===== src/rtl/nor_seq_pkg.sv =====
package nor_seq_pkg;

    typedef enum logic [1:0] {
        OP_PROG = 2'd0,
        OP_SECT = 2'd1,
        OP_CHIP = 2'd2,
        OP_NONE = 2'd3
    } op_e;

    typedef enum logic [2:0] {
        SQ_IDLE,
        SQ_CMD,
        SQ_CMDW,
        SQ_POLLW,
        SQ_REREADW,
        SQ_RSTW,
        SQ_FIN
    } seq_st_e;

    typedef enum logic [2:0] {
        BE_IDLE,
        BE_SET,
        BE_LOW,
        BE_HIGH,
        BE_READ
    } bus_st_e;

    localparam logic [7:0] CMD_UNLOCK1  = 8'hAA;
    localparam logic [7:0] CMD_UNLOCK2  = 8'h55;
    localparam logic [7:0] CMD_PROGRAM  = 8'hA0;
    localparam logic [7:0] CMD_ERASE    = 8'h80;
    localparam logic [7:0] CMD_CHIP     = 8'h10;
    localparam logic [7:0] CMD_SECTOR   = 8'h30;
    localparam logic [7:0] CMD_RESET    = 8'hF0;

    function automatic int ceil_cycles(int ns, int clk_ns);
        return (ns + clk_ns - 1) / clk_ns;
    endfunction

    function automatic logic [2:0] lowest_set(logic [7:0] m);
        logic [2:0] idx;
        idx = 3'd0;
        for (int i = 7; i >= 0; i--) begin
            if (m[i]) idx = 3'(i);
        end
        return idx;
    endfunction

endpackage


===== src/rtl/nor_bus_engine.sv =====
module nor_bus_engine
    import nor_seq_pkg::*;
#(
    parameter int AW      = 17,
    parameter int WLO_CYC = 4,
    parameter int WHI_CYC = 3,
    parameter int RD_CYC  = 8
) (
    input  logic          clk,
    input  logic          rst_n,
    input  logic          start,
    input  logic          is_read,
    input  logic [AW-1:0] addr,
    input  logic [7:0]    wdata,
    output logic          busy,
    output logic          done,
    output logic [7:0]    rdata,
    output logic [AW-1:0] fl_addr,
    output logic [7:0]    fl_dq_out,
    output logic          fl_dq_oe,
    input  logic [7:0]    fl_dq_in,
    output logic          fl_ce_n,
    output logic          fl_we_n,
    output logic          fl_oe_n
);

    localparam int MAXC = (WLO_CYC > WHI_CYC) ?
                          ((WLO_CYC > RD_CYC) ? WLO_CYC : RD_CYC) :
                          ((WHI_CYC > RD_CYC) ? WHI_CYC : RD_CYC);
    localparam int CW = $clog2(MAXC + 1);
    localparam logic [CW-1:0] LO_LAST = CW'(WLO_CYC - 1);
    localparam logic [CW-1:0] HI_LAST = CW'(WHI_CYC - 1);
    localparam logic [CW-1:0] RD_LAST = CW'(RD_CYC - 1);

    typedef struct packed {
        bus_st_e       st;
        logic [CW-1:0] cnt;
        logic [AW-1:0] addr;
        logic [7:0]    wdata;
        logic          done;
        logic [7:0]    rdata;
    } eng_t;

    eng_t eng_d, eng_q;

    always_comb begin
        eng_d      = eng_q;
        eng_d.done = 1'b0;
        unique case (eng_q.st)
            BE_IDLE: begin
                if (start) begin
                    eng_d.st    = is_read ? BE_READ : BE_SET;
                    eng_d.addr  = addr;
                    eng_d.wdata = wdata;
                    eng_d.cnt   = '0;
                end
            end
            BE_SET: begin
                eng_d.st  = BE_LOW;
                eng_d.cnt = '0;
            end
            BE_LOW: begin
                if (eng_q.cnt == LO_LAST) begin
                    eng_d.st  = BE_HIGH;
                    eng_d.cnt = '0;
                end else begin
                    eng_d.cnt = eng_q.cnt + 1'b1;
                end
            end
            BE_HIGH: begin
                if (eng_q.cnt == HI_LAST) begin
                    eng_d.st   = BE_IDLE;
                    eng_d.done = 1'b1;
                end else begin
                    eng_d.cnt = eng_q.cnt + 1'b1;
                end
            end
            BE_READ: begin
                if (eng_q.cnt == RD_LAST) begin
                    eng_d.st    = BE_IDLE;
                    eng_d.done  = 1'b1;
                    eng_d.rdata = fl_dq_in;
                end else begin
                    eng_d.cnt = eng_q.cnt + 1'b1;
                end
            end
            default: eng_d.st = BE_IDLE;
        endcase
    end

    always_ff @(posedge clk or negedge rst_n) begin
        if (!rst_n) begin
            eng_q <= '{st: BE_IDLE, cnt: '0, addr: '0, wdata: '0,
                       done: 1'b0, rdata: '0};
        end else begin
            eng_q <= eng_d;
        end
    end

    assign busy      = (eng_q.st != BE_IDLE);
    assign done      = eng_q.done;
    assign rdata     = eng_q.rdata;
    assign fl_addr   = eng_q.addr;
    assign fl_dq_out = eng_q.wdata;
    assign fl_dq_oe  = (eng_q.st == BE_SET) || (eng_q.st == BE_LOW) || (eng_q.st == BE_HIGH);
    assign fl_ce_n   = (eng_q.st == BE_IDLE);
    assign fl_we_n   = (eng_q.st != BE_LOW);
    assign fl_oe_n   = (eng_q.st != BE_READ);

    // Length of the current WE low run, observed at the pins.
    logic [7:0] we_low_run_q;
    always_ff @(posedge clk or negedge rst_n) begin
        if (!rst_n) we_low_run_q <= '0;
        else if (!fl_we_n) we_low_run_q <= (we_low_run_q == 8'hFF) ? we_low_run_q : we_low_run_q + 1'b1;
        else we_low_run_q <= '0;
    end


    we_strobe_chk: assert property (@(posedge clk) disable iff (!rst_n)
        !fl_we_n |-> (!fl_ce_n && fl_oe_n && fl_dq_oe));


    wr_addr_stable_chk: assert property (@(posedge clk) disable iff (!rst_n)
        (!fl_we_n || $past(!fl_we_n)) |-> ($stable(fl_addr) && $stable(fl_dq_out)));


    we_low_width_chk: assert property (@(posedge clk) disable iff (!rst_n)
        $rose(fl_we_n) |-> (we_low_run_q >= 8'(WLO_CYC)));

endmodule


===== src/rtl/nor_cmd_sequencer.sv =====
module nor_cmd_sequencer
    import nor_seq_pkg::*;
#(
    parameter int AW           = 17,
    parameter int CLK_NS       = 8,
    parameter int WE_LOW_NS    = 30,
    parameter int WE_HIGH_NS   = 20,
    parameter int ADDR_HOLD_NS = 45,
    parameter int READ_NS      = 60
) (
    input  logic          clk,
    input  logic          rst_n,
    input  logic          req_valid,
    output logic          req_ready,
    input  logic [1:0]    req_op,
    input  logic [AW-1:0] req_addr,
    input  logic [7:0]    req_data,
    input  logic [7:0]    req_mask,
    output logic          done,
    output logic          err,
    output logic [AW-1:0] fl_addr,
    output logic [7:0]    fl_dq_out,
    output logic          fl_dq_oe,
    input  logic [7:0]    fl_dq_in,
    output logic          fl_ce_n,
    output logic          fl_we_n,
    output logic          fl_oe_n
);

    localparam int WLO_BASE = ceil_cycles(WE_LOW_NS, CLK_NS);
    localparam int WHI_CYC  = ceil_cycles(WE_HIGH_NS, CLK_NS);
    localparam int AH_CYC   = ceil_cycles(ADDR_HOLD_NS, CLK_NS);
    localparam int WLO_CYC  = ((AH_CYC - WHI_CYC) > WLO_BASE) ? (AH_CYC - WHI_CYC) : WLO_BASE;
    localparam int RD_RAW   = ceil_cycles(READ_NS, CLK_NS);
    localparam int RD_CYC   = (RD_RAW < 1) ? 1 : RD_RAW;
    localparam int SB       = AW - 3;
    localparam logic [AW-1:0] UA1 = AW'(32'h5555);
    localparam logic [AW-1:0] UA2 = AW'(32'h2AAA);
    localparam logic [2:0] LAST_PRE = 3'd5;

    typedef struct packed {
        seq_st_e       st;
        op_e           op;
        logic [AW-1:0] addr;
        logic [7:0]    data;
        logic [7:0]    pend;
        logic [2:0]    step;
        logic [AW-1:0] poll_addr;
        logic          err;
    } seq_t;

    seq_t seq_d, seq_q;

    logic          eng_start, eng_rd, eng_busy, eng_done;
    logic [AW-1:0] eng_addr;
    logic [7:0]    eng_wd, eng_rdata;

    function automatic logic [AW-1:0] sector_base(logic [2:0] idx);
        logic [AW-1:0] a;
        a = '0;
        a[AW-1:SB] = idx;
        return a;
    endfunction

    // One command write of a sequence: {address, data}.
    function automatic logic [AW+7:0] seq_word(op_e op, logic [2:0] step,
                                               logic [AW-1:0] a, logic [7:0] d,
                                               logic [7:0] mask);
        logic [AW+7:0] w;
        unique case (step)
            3'd0: w = {UA1, CMD_UNLOCK1};
            3'd1: w = {UA2, CMD_UNLOCK2};
            3'd2: w = (op == OP_PROG) ? {UA1, CMD_PROGRAM} : {UA1, CMD_ERASE};
            3'd3: w = (op == OP_PROG) ? {a, d} : {UA1, CMD_UNLOCK1};
            3'd4: w = {UA2, CMD_UNLOCK2};
            default: w = (op == OP_CHIP) ? {UA1, CMD_CHIP}
                                         : {sector_base(lowest_set(mask)), CMD_SECTOR};
        endcase
        return w;
    endfunction

    logic       exp_b7;
    logic       poll_hit;
    logic [7:0] pend_after;
    logic [2:0] step_next;
    logic       seq_last;

    always_comb begin
        exp_b7   = (seq_q.op == OP_PROG) ? seq_q.data[7] : 1'b1;
        poll_hit = (eng_rdata[7] == exp_b7);

        // Advance to the following write of the command sequence.
        pend_after = seq_q.pend;
        step_next  = seq_q.step + 3'd1;
        seq_last   = 1'b0;
        if (seq_q.op == OP_PROG) begin
            seq_last = (seq_q.step == 3'd3);
        end else if (seq_q.op == OP_CHIP) begin
            seq_last = (seq_q.step == LAST_PRE);
        end else if (seq_q.step == LAST_PRE) begin
            pend_after = seq_q.pend & (seq_q.pend - 8'd1);
            step_next  = LAST_PRE;
            seq_last   = (pend_after == 8'd0);
        end

        seq_d     = seq_q;
        eng_start = 1'b0;
        eng_rd    = 1'b0;
        eng_addr  = '0;
        eng_wd    = '0;

        unique case (seq_q.st)
            SQ_IDLE: begin
                if (req_valid) begin
                    seq_d.op   = op_e'(req_op);
                    seq_d.addr = req_addr;
                    seq_d.data = req_data;
                    seq_d.pend = req_mask;
                    seq_d.step = 3'd0;
                    seq_d.err  = 1'b0;
                    unique case (op_e'(req_op))
                        OP_PROG: seq_d.poll_addr = req_addr;
                        OP_SECT: seq_d.poll_addr = sector_base(lowest_set(req_mask));
                        default: seq_d.poll_addr = '0;
                    endcase
                    if ((op_e'(req_op) == OP_NONE) ||
                        ((op_e'(req_op) == OP_SECT) && (req_mask == 8'd0))) begin
                        seq_d.st  = SQ_FIN;
                        seq_d.err = 1'b1;
                    end else begin
                        seq_d.st = SQ_CMD;
                    end
                end
            end
            SQ_CMD: begin
                eng_start           = 1'b1;
                {eng_addr, eng_wd}  = seq_word(seq_q.op, seq_q.step, seq_q.addr,
                                               seq_q.data, seq_q.pend);
                seq_d.st            = SQ_CMDW;
            end
            SQ_CMDW: begin
                if (eng_done) begin
                    eng_start = 1'b1;
                    if (seq_last) begin
                        eng_rd   = 1'b1;
                        eng_addr = seq_q.poll_addr;
                        seq_d.st = SQ_POLLW;
                    end else begin
                        {eng_addr, eng_wd} = seq_word(seq_q.op, step_next, seq_q.addr,
                                                      seq_q.data, pend_after);
                        seq_d.step = step_next;
                        seq_d.pend = pend_after;
                    end
                end
            end
            SQ_POLLW: begin
                if (eng_done) begin
                    if (poll_hit) begin
                        seq_d.st = SQ_FIN;
                    end else begin
                        eng_start = 1'b1;
                        eng_rd    = 1'b1;
                        eng_addr  = seq_q.poll_addr;
                        if (eng_rdata[5]) seq_d.st = SQ_REREADW;
                    end
                end
            end
            SQ_REREADW: begin
                if (eng_done) begin
                    if (poll_hit) begin
                        seq_d.st = SQ_FIN;
                    end else begin
                        eng_start = 1'b1;
                        eng_addr  = seq_q.poll_addr;
                        eng_wd    = CMD_RESET;
                        seq_d.err = 1'b1;
                        seq_d.st  = SQ_RSTW;
                    end
                end
            end
            SQ_RSTW: begin
                if (eng_done) seq_d.st = SQ_FIN;
            end
            SQ_FIN: begin
                seq_d.st = SQ_IDLE;
            end
            default: seq_d.st = SQ_IDLE;
        endcase
    end

    always_ff @(posedge clk or negedge rst_n) begin
        if (!rst_n) begin
            seq_q <= '{st: SQ_IDLE, op: OP_PROG, addr: '0, data: '0, pend: '0,
                       step: '0, poll_addr: '0, err: 1'b0};
        end else begin
            seq_q <= seq_d;
        end
    end

    assign req_ready = (seq_q.st == SQ_IDLE);
    assign done      = (seq_q.st == SQ_FIN);
    assign err       = done && seq_q.err;

    nor_bus_engine #(
        .AW      (AW),
        .WLO_CYC (WLO_CYC),
        .WHI_CYC (WHI_CYC),
        .RD_CYC  (RD_CYC)
    ) u_bus (
        .clk       (clk),
        .rst_n     (rst_n),
        .start     (eng_start),
        .is_read   (eng_rd),
        .addr      (eng_addr),
        .wdata     (eng_wd),
        .busy      (eng_busy),
        .done      (eng_done),
        .rdata     (eng_rdata),
        .fl_addr   (fl_addr),
        .fl_dq_out (fl_dq_out),
        .fl_dq_oe  (fl_dq_oe),
        .fl_dq_in  (fl_dq_in),
        .fl_ce_n   (fl_ce_n),
        .fl_we_n   (fl_we_n),
        .fl_oe_n   (fl_oe_n)
    );


    idle_bus_quiet_chk: assert property (@(posedge clk) disable iff (!rst_n)
        req_ready |-> (fl_ce_n && fl_we_n && fl_oe_n && !fl_dq_oe));


    done_single_chk: assert property (@(posedge clk) disable iff (!rst_n)
        done |=> !done);


    err_with_done_chk: assert property (@(posedge clk) disable iff (!rst_n)
        err |-> done);


    sector_back_to_back_chk: assert property (@(posedge clk) disable iff (!rst_n)
        (seq_q.st == SQ_CMDW && eng_done && seq_q.op == OP_SECT && !seq_last)
        |=> (eng_busy && !fl_ce_n));


    reject_no_bus_chk: assert property (@(posedge clk) disable iff (!rst_n)
        (req_ready && req_valid && (req_op == 2'd3)) |=> (done && err && fl_ce_n));

endmodule


===== config.mk =====
export PLATFORM = sky130hd
export DESIGN_NAME = nor_cmd_sequencer
export DESIGN_NICKNAME = d
export VERILOG_FILES = /design/src/rtl/nor_seq_pkg.sv /design/src/rtl/nor_bus_engine.sv /design/src/rtl/nor_cmd_sequencer.sv
export SDC_FILE = /design/constraint.sdc
export NUM_CORES = 1
export LEC_CHECK = 0
export ABC_AREA = 1
export CORE_MARGIN = 4
export CORE_UTILIZATION = 48
export DETAILED_ROUTE_END_ITERATION = 6
export PLACE_DENSITY = 0.74
export RECOVER_POWER = 25
export SLEW_MARGIN = 20
export SYNTH_ARGS = -nofsm -noshare
export SYNTH_HDL_FRONTEND = slang
export SYNTH_SLANG_ARGS = --single-unit

===== constraint.sdc =====
create_clock -name clk -period 2 [get_ports clk]
set_clock_uncertainty 0.1 [all_clocks]
set_input_delay 0.2 -clock clk [delete_from_list [all_inputs] [get_ports clk]]
set_output_delay 0.2 -clock clk [all_outputs]
set_load 0.03 [all_outputs]

---- After elaboration in Yosys (flattened, before gate mapping) ----
Cells that the tools add are included.
word-level totals
  flip-flop bits (word level) ............. 100
  output and inout port bits .............. 32
  word-level logic and storage cells ...... 177
operators by class
  $add $sub $neg .......................... 3
  equality and inequality tests ........... 43
  muxes and demuxes ....................... 89
  bitwise logic cells ..................... 1
  reduce and logical (&&, ||, !) cells .... 27
operator list
  operator            number
  $pmux 25 s4         2
  $mux 3              39
  $mux 25             3
  $mux 17             4
  $mux 59             1
  $mux 8              7
  $pmux 17 s3         1
  $pmux 17 s2         1
  $mux 32             1
  $eq 3x2->1 const B  8
  $pmux 8 s3          1
  $mux 11             2
  $pmux 11 s2         1
  $eq 3x3->1 const B  7
  $pmux 4 s5          1
  $pmux 3 s6          1
  $logic_not 8->1     2
  $ne 2x1->1 const B  8
  $reduce_and 4->1    4
  $pmux 3 s5          1
  $mux 1              13
  $eq 3x1->1 const B  4
  $logic_not 3->1     4
  $mux 4              3
  25 further kinds    44

---- Longest topological paths before layout ----
Gate-level depths: netlist of run 1.
  depth in word-level cells ............... 20
  mapped depth ............................ 16
  mapped depth without buffers ............ 16

---- Hierarchy ----
Synthesis of run 1 repeated with hierarchy kept, for this count alone.
second synthesis, totals
  cells, all modules ...................... 907
  area, all modules ....................... 6413.7 sq um
modules (own cells, without submodules)
  module             times used  cells each  area an instance (sq um)  sequential area each (sq um)
  nor_cmd_sequencer  1           637         4190.3                    1476.4
  nor_bus_engine     1           270         2223.4                    1026.0

---- Least setup slack after synthesis of run 1 ----
OpenSTA, ideal clock, no wires.
  path type ............................... register -> register
  start ................................... reg seq_q[57] (netlist name)
  end ..................................... reg seq_q[27] (netlist name)
  library setup time ...................... 0.121 ns
  arrival ................................. 1.871 ns
  data required time ...................... 1.779 ns
  path slack .............................. -0.091 ns
  cell stages (with the launch flop) ...... 12
  path buffers ............................ 1
  clock period less this slack ............ 2.091 ns
  cells stage by stage .................... dfrtp_1 inv_2 nand2_1 nor2_1 inv_2 nor2_1 inv_2 nand2_2 nand2_4 buf_6 nand2_1 o21ai_1
between the ends
  longest elaborated chain between the ends .. 3
  elaborated cells between the ends (all ways) .. 8
  classes of those cells .................. eq/ne: 4; mux: 1; reduce/logical: 3
RTL lines
  item                                                       line                      RTL
  start, declared                                            nor_cmd_sequencer.sv:52   seq_t seq_d, seq_q;
  start signal, assigned                                     nor_cmd_sequencer.sv:193  seq_q <= '{st: SQ_IDLE, op: OP_PROG, addr: '0, data: '0, pend: '0,
  start signal, assigned                                     nor_cmd_sequencer.sv:196  seq_q <= seq_d;
  $logic_not 3->1 (*)                                        -
  via req_ready                                              nor_cmd_sequencer.sv:14   output logic req_ready,
  $ne 2x2->1 (no line) or $reduce_bool 2->1 (tied branches)  -
  $reduce_and 4->1 (no line)                                 -
Mark *: on every way through the listed nets, which the timed path passes. The rest lies on a longest branch.
A chain may end at the register's enable or synchronous reset.

---- Worst setup path in the final report of run 1 ----
  start ................................... reg seq_q[22] (netlist name)
  end ..................................... reg u_bus.eng_q (netlist bit u_bus.fl_addr[6])
between the ends
  longest elaborated chain between the ends .. 9
RTL lines
  item                  line                      RTL
  $sub 8x1->8           nor_cmd_sequencer.sv:101  pend_after = seq_q.pend & (seq_q.pend - 8'd1);
  $and 8x8->8 (*)       nor_cmd_sequencer.sv:101
  $logic_not 8->1 (*)   nor_cmd_sequencer.sv:103  seq_last = (pend_after == 8'd0);
  $mux 1 (*)            nor_cmd_sequencer.sv:100  end else if (seq_q.step == LAST_PRE) begin
  $mux 1 (*)            nor_cmd_sequencer.sv:98   end else if (seq_q.op == OP_CHIP) begin
  $mux 1 (*)            nor_cmd_sequencer.sv:96   if (seq_q.op == OP_PROG) begin
  $mux 17 (*)           nor_cmd_sequencer.sv:144  if (seq_last) begin
  $mux 17 (*)           nor_cmd_sequencer.sv:142  if (eng_done) begin
  $pmux 17 s3 (*)       nor_cmd_sequencer.sv:112  unique case (seq_q.st)
  end signal, assigned  nor_bus_engine.sv:93      eng_q <= '{st: BE_IDLE, cnt: '0, addr: '0, wdata: '0,
  end signal, assigned  nor_bus_engine.sv:96      eng_q <= eng_d;
  end, declared         nor_bus_engine.sv:44      eng_t eng_d, eng_q;
Every way passes the cells marked *; elsewhere a longest branch is shown, timed or not.

==> results of run 1 <==
==> sequential cells by signal, indices dropped and copies added, names as in the netlist <==
register,count
u_bus.rdata,2
u_bus.done,1
u_bus.eng_q,7
u_bus.fl_dq_out,8
seq_q,59
u_bus.fl_addr,17
==> synth_stat cells, drive strengths merged <==
library cell / instances
o221ai: 2
o21ai: 76
clkinv: 1
o21a: 3
o221a: 1
nand3: 41
a2bb2oi: 1
a31oi: 31
o211ai: 2
mux2: 2
clkbuf: 14
nor3: 5
nand2: 236
or2: 1
a21oi: 49
xor2: 2
nor3b: 1
o21bai: 1
and2: 1
inv: 69
ha: 7
dfrtp: 94
o22ai: 4
a21boi: 1
o2bb2ai: 1
buf: 37
nor2: 94
nand3b: 1
o311ai: 1
nor4: 1
o31ai: 4
==> worst register-to-register path, stage by stage (launching register included) <==
cell and delay [ns]:
dfrtp_1 0.40, nor2_4 0.09, buf_6 0.13, nand3_4 0.07
nand2_4 0.06, nand2_2 0.07, inv_2 0.04, nand3_2 0.08
nand2_2 0.10, buf_6 0.14, a21boi_4 0.24, buf_6 0.18
buf_12 0.14, nand2_2 0.06, a31oi_1 0.24
==> per-stage QoR <==
stage	hold slack, ns	instance area [sq um]	total power, mW	instances
global placement	0.0150	6990	2.26	1028
floorplan	-0.196	5730	2.08	784
global route	0.321	8450	4.03	1079
detailed placement	0.0214	6990	2.27	1028
CTS	0.184	7930	3.90	1065
finish	0.309	8450	3.92	1079
==> logic make-up after synthesis <==
| kind of cell | Yosys count | share of synthesized area |
|---|---|---|
| simple gates | 381 | 0.283 |
| mux | 2 | 0.00394 |
| buf+inv | 121 | 0.102 |
| fa+ha+maj | 7 | 0.0153 |
| flops | 94 | 0.411 |
| xor+xnor | 2 | 0.00437 |
| compound gates | 177 | 0.181 |
==> timing repair <==
item | 4_1_cts | 5_1_grt
cloned | 5 | 1
gates resized for setup | 128 | 105
endpoints found under the setup margin | 40 | 47
pin swaps | 50 | 46
hold buffers | 1 | 0
setup buffers | 15 | 13
hold endpoints to repair | 73 | 0
==> area by class of cell <==
| cell class | instances | share of cell area |
|---|---|---|
| clock buffer | 12 | 0.0292 |
| clock inverter | 4 | 0.00355 |
| inverter | 70 | 0.0336 |
| multi-input combinational | 572 | 0.424 |
| sequential | 94 | 0.279 |
| tap | 143 | 0.0212 |
| timing repair buffer | 184 | 0.210 |
==> worst max path at each step <==
stage	slack [ns]	from	end
floorplan	0.007	u_bus.eng_q[39]	u_bus.fl_addr[11]
global placement	-0.10	seq_q[18]	u_bus.fl_dq_out[7]
detailed placement	-0.17	seq_q[18]	u_bus.fl_addr[5]
CTS	-0.07	seq_q[19]	u_bus.fl_addr[15]
global route	-0.31	seq_q[22]	u_bus.fl_addr[6]
finish	-0.23	seq_q[22]	u_bus.fl_addr[6]
==> layer usage <==
layer	vias to the layer above	track usage	part of all wire
li1	2856	-	-
met1	3034	0.376	0.39
met2	350	0.476	0.49
met3	82	0.0422	0.077
met4	0	0.102	0.041
met5	-	0	0
==> where the power goes <==
part / switching [mW] / internal (mW)
clock: 0.778 / 0.883
combinational: 0.153 / 0.121
sequential: 0.0356 / 1.94
total: 0.967 / 2.95
==> flow_metrics.py, run 1 <==
metrics = {
    "timing": {
        "min_period_over_period": 1.11,
        "worstMarginPinSlew_ns": 1.27,
        "drv_slew": 0,
        "clock.fmax_mhz": 449,
        "finalSetupViolations": 40,
        "rsz0062_at_grt": "yes",
        "fin_ws_ns": -0.228,
        "finalSetupTns_ns": -5.68,
        "hold_viol_final": 0,
        "relSlewSlack": 0.152,
        "timing.final.crit_period_ns": 2.23,
    },
    "synthesis": {
        "ys_seq_elements": 94,
        "syn_avg_cell_area_sq_um": 7.30,
        "synth-seq-area-share": 0.411,
        "synth_top_cell_by_area": "dfrtp_1",
        "synth_warnings": 0,
        "synth.distinct_cells": 46,
        "synthTopCellsByArea": "dfrtp_1 (41%), nand2_1 (15%), o21ai_0 (6.0%)",
        "netlist_area_sq_um": 5720,
        "synthesis.instances": 784,
        "synth_nets": 837,
        "synth_top_area_frac": 0.411,
    },
    "cts": {
        "path_clk_slew_ns": 0.07,
        "cts_tree": "yes",
        "htreeDepth": 3,
        "clock_path_buffers": 2,
        "cts_buffers": 9,
        "cts.sinks": 94,
        "clock_latency_ns": 0.36,
        "cts-root-buf": "clkbuf_16",
    },
    "setup_path": {
        "ff2ff_setup_slack_ns": -0.23,
        "cp_num_buf_inv": 5,
        "r2r_cells": 14,
        "critPathKind": "reg -> reg",
        "rr_startpoint": "seq_q[22]",
        "worst-path-stages": 14,
        "crit_path_top_delay_cell": "dfrtp_1",
        "max_stage_delay_ns": 0.40,
        "cp-start-kind": "flop",
        "cp_data_arrival_time_ns": 2.39,
        "crit_chain": "nor2_4 > buf_6 > nand3_4 > nand2_4 > nand2_2 > inv_2 > nand3_2 > nand2_2 > buf_6 > a21boi_4 > buf_6 > buf_12 > nand2_2 > a31oi_1",
        "crit_path_max_fanout": 7,
        "crit_required_ns": 2.16,
        "reg2reg_to": "u_bus.fl_addr[6]",
        "crit_family": "buffers and inverters",
        "worst_setup_path_end_kind": "flop",
    },
    "route": {
        "final_antenna_net_count": 0,
        "drc_errors": 0,
        "wire_per_inst_um": 19.0,
        "first_iter_violations": 624,
        "totalWireLength_mm": 20.5,
        "via_per_inst": 5.86,
        "drtPass1Iterations": 5,
        "vias": 6322,
    },
    "grt": {
        "grt_antenna_before_repair": 0,
        "grt_max_degree": 41,
        "grt_first_pass_wirelength_mm": 30.3,
        "grt_pass1_vias": 6090,
        "overflow": 0,
        "track_usage": 0.285,
    },
    "power_and_ir_drop": {
        "ir_worst_vdd_mv": 0.391,
        "leakagePower_nw": 3.93,
        "powerDensity_nw_per_um2": 463,
    },
    "cells_and_area": {
        "nNetsFinal": 984,
        "final_common_cell": "nand2_1",
        "finish.utilization": 0.731,
        "layout_common_cells": "nand2_1 (187), dfrtp_1 (90), buf_4 (85), clkdlybuf4s50_1 (64), nor2_1 (61)",
        "multi_input_area_sq_um": 3580,
        "regArea_sq_um": 2360,
        "areaGrowthSynthToFinish_pct": 47.6,
        "fillers": 891,
        "diodes": 0,
        "drive_gt1_frac": 0.325,
    },
    "hold_path": {
        "hp-class": "in -> reg",
        "min_to": "seq_q[32]",
        "hold_depth": 3,
        "min_from": "req_data[3]",
    },
    "placed_design": {
        "gp_congestion": 0.931,
        "hpwl_mm": 12.8,
        "place_worst_setup_slack_ns": -0.172,
        "io_buffers": 71,
    },
    "die": {
        "io_pins": 78,
        "initial_core_util": 0.495,
        "coreArea_sq_um": 11600,
        "dieArea_sq_um": 13700,
        "die_w_um": 117,
        "die_h_um": 117,
        "fp-row-count": 39,
    },
    "outcome": {
        "status": "finished, violations left",
        "violations": "negative setup slack",
    },
    "flow_run": {
        "drv_cap": 0,
    },
}
Note: power is estimated with default switching activity, not from simulation.
==> run 2, diff against run 1 <==
==> constraint.sdc (replaced) <==
create_clock -name clk -period 2 [get_ports clk]
set_clock_uncertainty 0.1 [all_clocks]
set_input_delay 0.4 -clock clk [delete_from_list [all_inputs] [get_ports clk]]
set_output_delay 0.4 -clock clk [all_outputs]
set_load 0.03 [all_outputs]
==> flow_metrics.py, run 2 (same netlist as run 1, synthesis figures left out) <==
metrics = {
    "cts": {
        "cts_buffers": 9,
        "htreeDepth": 3,
        "path_clk_slew_ns": 0.06,
        "clock_path_buffers": 2,
        "cts-root-buf": "clkbuf_16",
        "cts_tree": "yes",
        "clock_latency_ns": 0.35,
        "cts.sinks": 94,
    },
    "grt": {
        "grt_antenna_before_repair": 0,
        "grt_max_degree": 36,
        "grt_pass1_vias": 6177,
        "overflow": 0,
        "track_usage": 0.278,
        "grt_first_pass_wirelength_mm": 29.7,
    },
    "route": {
        "final_antenna_net_count": 0,
        "drc_errors": 0,
        "drtPass1Iterations": 5,
        "wire_per_inst_um": 17.2,
        "first_iter_violations": 494,
        "totalWireLength_mm": 18.6,
        "via_per_inst": 5.68,
        "vias": 6150,
    },
    "die": {
        "initial_core_util": 0.495,
        "coreArea_sq_um": 11600,
        "die_w_um": 117,
        "die_h_um": 117,
        "io_pins": 78,
        "dieArea_sq_um": 13700,
        "fp-row-count": 39,
    },
    "placed_design": {
        "io_buffers": 71,
        "hpwl_mm": 12.6,
        "dp.cells": 1040,
        "gp_congestion": 0.923,
        "place_worst_setup_slack_ns": -0.253,
    },
    "setup_path": {
        "critPathKind": "reg -> reg",
        "crit_path_max_fanout": 7,
        "reg2reg_to": "seq_q[26]",
        "cp-start-kind": "flop",
        "ff2ff_setup_slack_ns": -0.23,
        "r2r_cells": 15,
        "rr_startpoint": "seq_q[22]",
        "cp_data_arrival_time_ns": 2.41,
        "crit_required_ns": 2.18,
        "startpoint": "seq_q[22]",
        "worst_setup_path_end_kind": "flop",
    },
    "cells_and_area": {
        "layout_common_cells": "nand2_1 (202), buf_4 (96), dfrtp_1 (92), nor2_1 (63), clkdlybuf4s50_1 (63)",
        "largest_reg_flops": 59,
        "largest_register": "seq_q",
        "final_common_cell": "nand2_1",
        "nNetsFinal": 989,
        "drive_gt1_frac": 0.295,
        "fillers": 911,
        "stdcell_count": 1083,
        "diodes": 0,
        "areaGrowthSynthToFinish_pct": 43.1,
    },
    "timing": {
        "finalSetupViolations": 41,
        "min_period_over_period": 1.12,
        "rsz0062_at_grt": "yes",
        "worstMarginPinSlew_ns": 0.907,
        "drv_slew": 0,
        "relSlewSlack": 0.396,
        "fin_ws_ns": -0.230,
        "clock.fmax_mhz": 448,
        "fin_worst_hold_slack_ns": 0.376,
        "timing.final.crit_period_ns": 2.23,
        "hold_viol_final": 0,
    },
    "power_and_ir_drop": {
        "leakagePower_nw": 3.89,
        "powerDensity_nw_per_um2": 494,
        "ir_worst_vdd_mv": 0.345,
    },
    "outcome": {
        "status": "finished, violations left",
        "violations": "negative setup slack",
    },
    "hold_path": {
        "min_to": "u_bus.fl_dq_out[3]",
        "hold_depth": 2,
        "hp-class": "reg -> reg",
        "min_from": "u_bus.fl_dq_out[3]",
    },
    "flow_run": {
        "drv_cap": 0,
    },
}
==> run 2: power by group <==
group	internal, mW	switching, mW	leakage, nW	total [mW]
sequential	1.94	0.0312	1.20	1.98
clock	1.04	0.760	0.148	1.80
combinational	0.132	0.144	2.55	0.276
total	3.11	0.935	3.89	4.05
==> run 2: repair_timing <==
action                     4_1_cts  5_1_grt
pin swaps                       20       30
gates cloned                     6        0
hold endpoints to repair        32        0
gates resized for setup         97       72
setup endpoints to repair       46       52
hold buffers                     1        0
buffers inserted                15        8
==> run 2: cell type report <==
type | count | area [sq um] | share of cell area
clock buffer | 11 | 253 | 0.0309
clock inverter | 4 | 55.1 | 0.00672
inverter | 70 | 275 | 0.0336
multi-input combinational | 572 | 3340 | 0.408
sequential | 94 | 2350 | 0.288
tap | 143 | 179 | 0.0218
timing repair buffer | 187 | 1710 | 0.209
timing repair inverter | 2 | 17.5 | 0.00214
==> run 2: worst max path at each step <==
stage	depth (start not counted)	end	slack, ns
global placement	8	seq_q[57]	-0.17
floorplan	8	u_bus.fl_addr[11]	0.007
global route	16	seq_q[26]	-0.31
finish	15	seq_q[26]	-0.23
CTS	14	u_bus.fl_addr[15]	-0.16
detailed placement	10	u_bus.fl_addr[8]	-0.25
==> run 2: critical path: stages, from the launching register on <==
cell and delay (ns):
dfrtp_1 0.41, nor2_4 0.26, nand2_4 0.10, nor2_4 0.11, nor2_2 0.04, nor2_2 0.13, nand3_2 0.12, nand2_2 0.11
buf_6 0.11, a21boi_4 0.06, nand2_4 0.09, buf_12 0.10, nand2_8 0.10, nand2_8 0.14, nor2_4 0.06, a21oi_2 0.11
==> run 2: per-stage QoR <==
step / TNS (ns) / util / instance area, sq um / power (mW)
6_report: -6.34 / 0.708 / 8190 / 4.05
5_1_grt: -10.14 / 0.708 / 8190 / 4.18
4_1_cts: -3.36 / 0.683 / 7890 / 4.08
3_5_place_dp: -5.01 / 0.612 / 7070 / 2.28
3_3_place_gp: -3.67 / 0.612 / 7070 / 2.27
2_1_floorplan: 0 / - / 5730 / 2.08
==> run 2: metal layers <==
layer  vias up  wire (um)  global-route usage
met5         -          0                   0
met4         0        554               0.114
met3        58       1350              0.0442
met2       266       9140               0.448
met1      2960       7610               0.373
li1       2866          -                   -
==> run 3, diff against run 2 <==
--- a/config.mk
+++ b/config.mk
@@ -5,9 +5,9 @@
 export SDC_FILE = /design/constraint.sdc
 export NUM_CORES = 1
 export LEC_CHECK = 0
-export ABC_AREA = 1
 export CORE_MARGIN = 4
 export CORE_UTILIZATION = 48
+export CTS_BUF_LIST = sky130_fd_sc_hd__clkbuf_8
 export DETAILED_ROUTE_END_ITERATION = 6
 export PLACE_DENSITY = 0.74
 export RECOVER_POWER = 25
==> flow_metrics.py, run 3 <==
metrics = {
    "outcome": {
        "status": "finished, violations left",
        "violations": "negative setup slack",
    },
    "timing": {
        "rsz0062_at_grt": "yes",
        "relSlewSlack": 0.128,
        "min_period_over_period": 1.17,
        "fin_ws_ns": -0.342,
        "finalSetupViolations": 43,
        "timing.final.crit_period_ns": 2.34,
        "clock.fmax_mhz": 427,
        "hold_viol_final": 0,
        "drv_slew": 0,
        "worstMarginPinSlew_ns": 1.31,
        "finalSetupTns_ns": -8.92,
    },
    "die": {
        "fp-row-count": 39,
        "die_h_um": 118,
        "io_pins": 78,
        "coreArea_sq_um": 11600,
        "dieArea_sq_um": 13900,
        "initial_core_util": 0.500,
        "die_w_um": 118,
    },
    "hold_path": {
        "min_to": "seq_q[3]",
        "hp-class": "reg -> reg",
        "hold_depth": 2,
        "min_from": "seq_q[3]",
    },
    "cts": {
        "clock_path_buffers": 2,
        "cts.sinks": 94,
        "clock_latency_ns": 0.39,
        "htreeDepth": 3,
        "cts_buffers": 9,
        "cts_tree": "yes",
        "cts-root-buf": "clkbuf_8",
        "path_clk_slew_ns": 0.09,
    },
    "placed_design": {
        "io_buffers": 71,
        "gp_congestion": 0.907,
        "hpwl_mm": 12.9,
        "dp.cells": 963,
        "place_worst_setup_slack_ns": -0.303,
    },
    "cells_and_area": {
        "nNetsFinal": 905,
        "drive_gt1_frac": 0.314,
        "stdcell_count": 1000,
        "multi_input_area_sq_um": 3460,
        "fillers": 919,
        "layout_common_cells": "nand2_1 (148), buf_4 (127), dfrtp_1 (86), clkdlybuf4s50_1 (62), nor2_1 (47)",
        "regArea_sq_um": 2360,
        "largest_reg_flops": 59,
        "final_common_cell": "nand2_1",
        "areaGrowthSynthToFinish_pct": 40.9,
        "largest_register": "seq_q",
        "diodes": 0,
        "finish.utilization": 0.705,
    },
    "setup_path": {
        "critPathKind": "reg -> reg",
        "cp_data_arrival_time_ns": 2.51,
        "rr_startpoint": "seq_q[18]",
        "ff2ff_setup_slack_ns": -0.34,
        "worst_setup_path_end_kind": "flop",
        "r2r_cells": 9,
        "reg2reg_to": "u_bus.eng_q[38]",
        "crit_required_ns": 2.17,
        "cp-start-kind": "flop",
        "crit_path_max_fanout": 5,
    },
    "power_and_ir_drop": {
        "ir_worst_vdd_mv": 0.727,
        "leakagePower_nw": 3.67,
        "powerDensity_nw_per_um2": 1360,
        "p_total_mw": 11.1,
    },
    "route": {
        "vias": 5829,
        "totalWireLength_mm": 18.0,
        "first_iter_violations": 472,
        "final_antenna_net_count": 0,
        "drtPass1Iterations": 5,
        "via_per_inst": 5.83,
        "wire_per_inst_um": 18.0,
        "drc_errors": 0,
    },
    "synthesis": {
        "synth_top_cell_by_area": "dfrtp_1",
        "synth_ff_type": "dfrtp_1",
        "synthTopCellsByArea": "dfrtp_1 (40%), nand2_1 (10%), a21oi_1 (4.1%)",
        "ys_seq_elements": 94,
        "synthesis.instances": 702,
        "yosysMostFrequentCell": "nand2_1",
        "synth.distinct_cells": 78,
        "synth_top_area_frac": 0.405,
        "synth-seq-area-share": 0.405,
        "synth_common_cells": "nand2_1 (159), dfrtp_1 (94), nor2_1 (55)",
        "synth_nets": 755,
        "syn_avg_cell_area_sq_um": 8.28,
        "netlist_area_sq_um": 5810,
        "async_reset_ff_frac": 1.00,
        "synth_warnings": 0,
        "synth_edf_count": 0,
    },
    "grt": {
        "grt_max_degree": 47,
        "track_usage": 0.254,
        "overflow": 0,
        "grt_pass1_vias": 5782,
        "grt_first_pass_wirelength_mm": 28.7,
        "grt_antenna_before_repair": 0,
    },
    "flow_run": {
        "drv_cap": 0,
    },
}
==> run 3: report_power, final <==
group          switching, mW  leakage (nW)  internal (mW)
Combinational           3.51          2.38           2.95
Sequential             0.738          1.19           2.71
Clock                  0.710        0.0992          0.484
Total                   4.96          3.67           6.15
==> run 3: timing repair <==
| item | 4_1_cts | 5_1_grt |
|---|---|---|
| gates resized for setup | 50 | 49 |
| hold endpoints to repair | 16 | 0 |
| buffers inserted | 12 | 10 |
| setup endpoints to repair | 47 | 49 |
| hold buffers | 1 | 0 |
| cloned | 1 | 1 |
| pin swaps | 17 | 44 |
==> run 3: area by class of cell <==
cell class,count,area share
clock buffer,10,0.0168
multi-input combinational,519,0.423
clock inverter,6,0.00474
timing repair buffer,214,0.238
tap,143,0.0219
inverter,14,0.00718
sequential,94,0.289
==> run 3: cell families after synthesis <==
family | after synthesis | synth area share
AND/OR/NAND/NOR | 302 | 0.240
AO/OA/AOI/OAI | 202 | 0.249
flip-flops | 94 | 0.405
buffers and inverters | 89 | 0.0771
adder cells (fa/ha/maj) | 8 | 0.0168
multiplexers | 4 | 0.00754
XOR/XNOR | 3 | 0.00452
==> run 3: worst max-delay path by stage <==
stage                     startpoint                 to  slack, ns
after floorplan            seq_q[20]  u_bus.fl_addr[11]      -0.28
after global placement     seq_q[55]  u_bus.fl_addr[15]      -0.30
after detailed placement   seq_q[18]   u_bus.fl_addr[7]      -0.30
after CTS                  seq_q[18]  u_bus.fl_addr[11]      -0.24
after global routing       seq_q[19]  u_bus.fl_addr[13]      -0.40
final                      seq_q[18]    u_bus.eng_q[38]      -0.34
==> run 3: layer usage <==
layer | wire length (um) | track usage | up-vias
li1 | - | - | 2757
met4 | 524 | 0.0901 | 0
met3 | 1000 | 0.0519 | 38
met5 | 0 | 0 | -
met2 | 8810 | 0.429 | 187
met1 | 7640 | 0.323 | 2847
==> run 3: metrics by stage <==
step	instance area, sq um	hold WS, ns
after floorplan	6000	0.00441
after CTS	7950	0.349
after global placement	7460	0.213
final	8190	0.377
after detailed placement	7460	0.215
after global routing	8190	0.409
==> run 3: critical path, stage by stage (launching register included) <==
cell and delay (ns):
dfrtp_1 0.40, ha_2 0.21, ha_4 0.14, nor3b_4 0.25, buf_4 0.19, o221ai_4 0.15
buf_4 0.17, o22ai_1 0.17, nand2_1 0.16, a22o_1 0.28
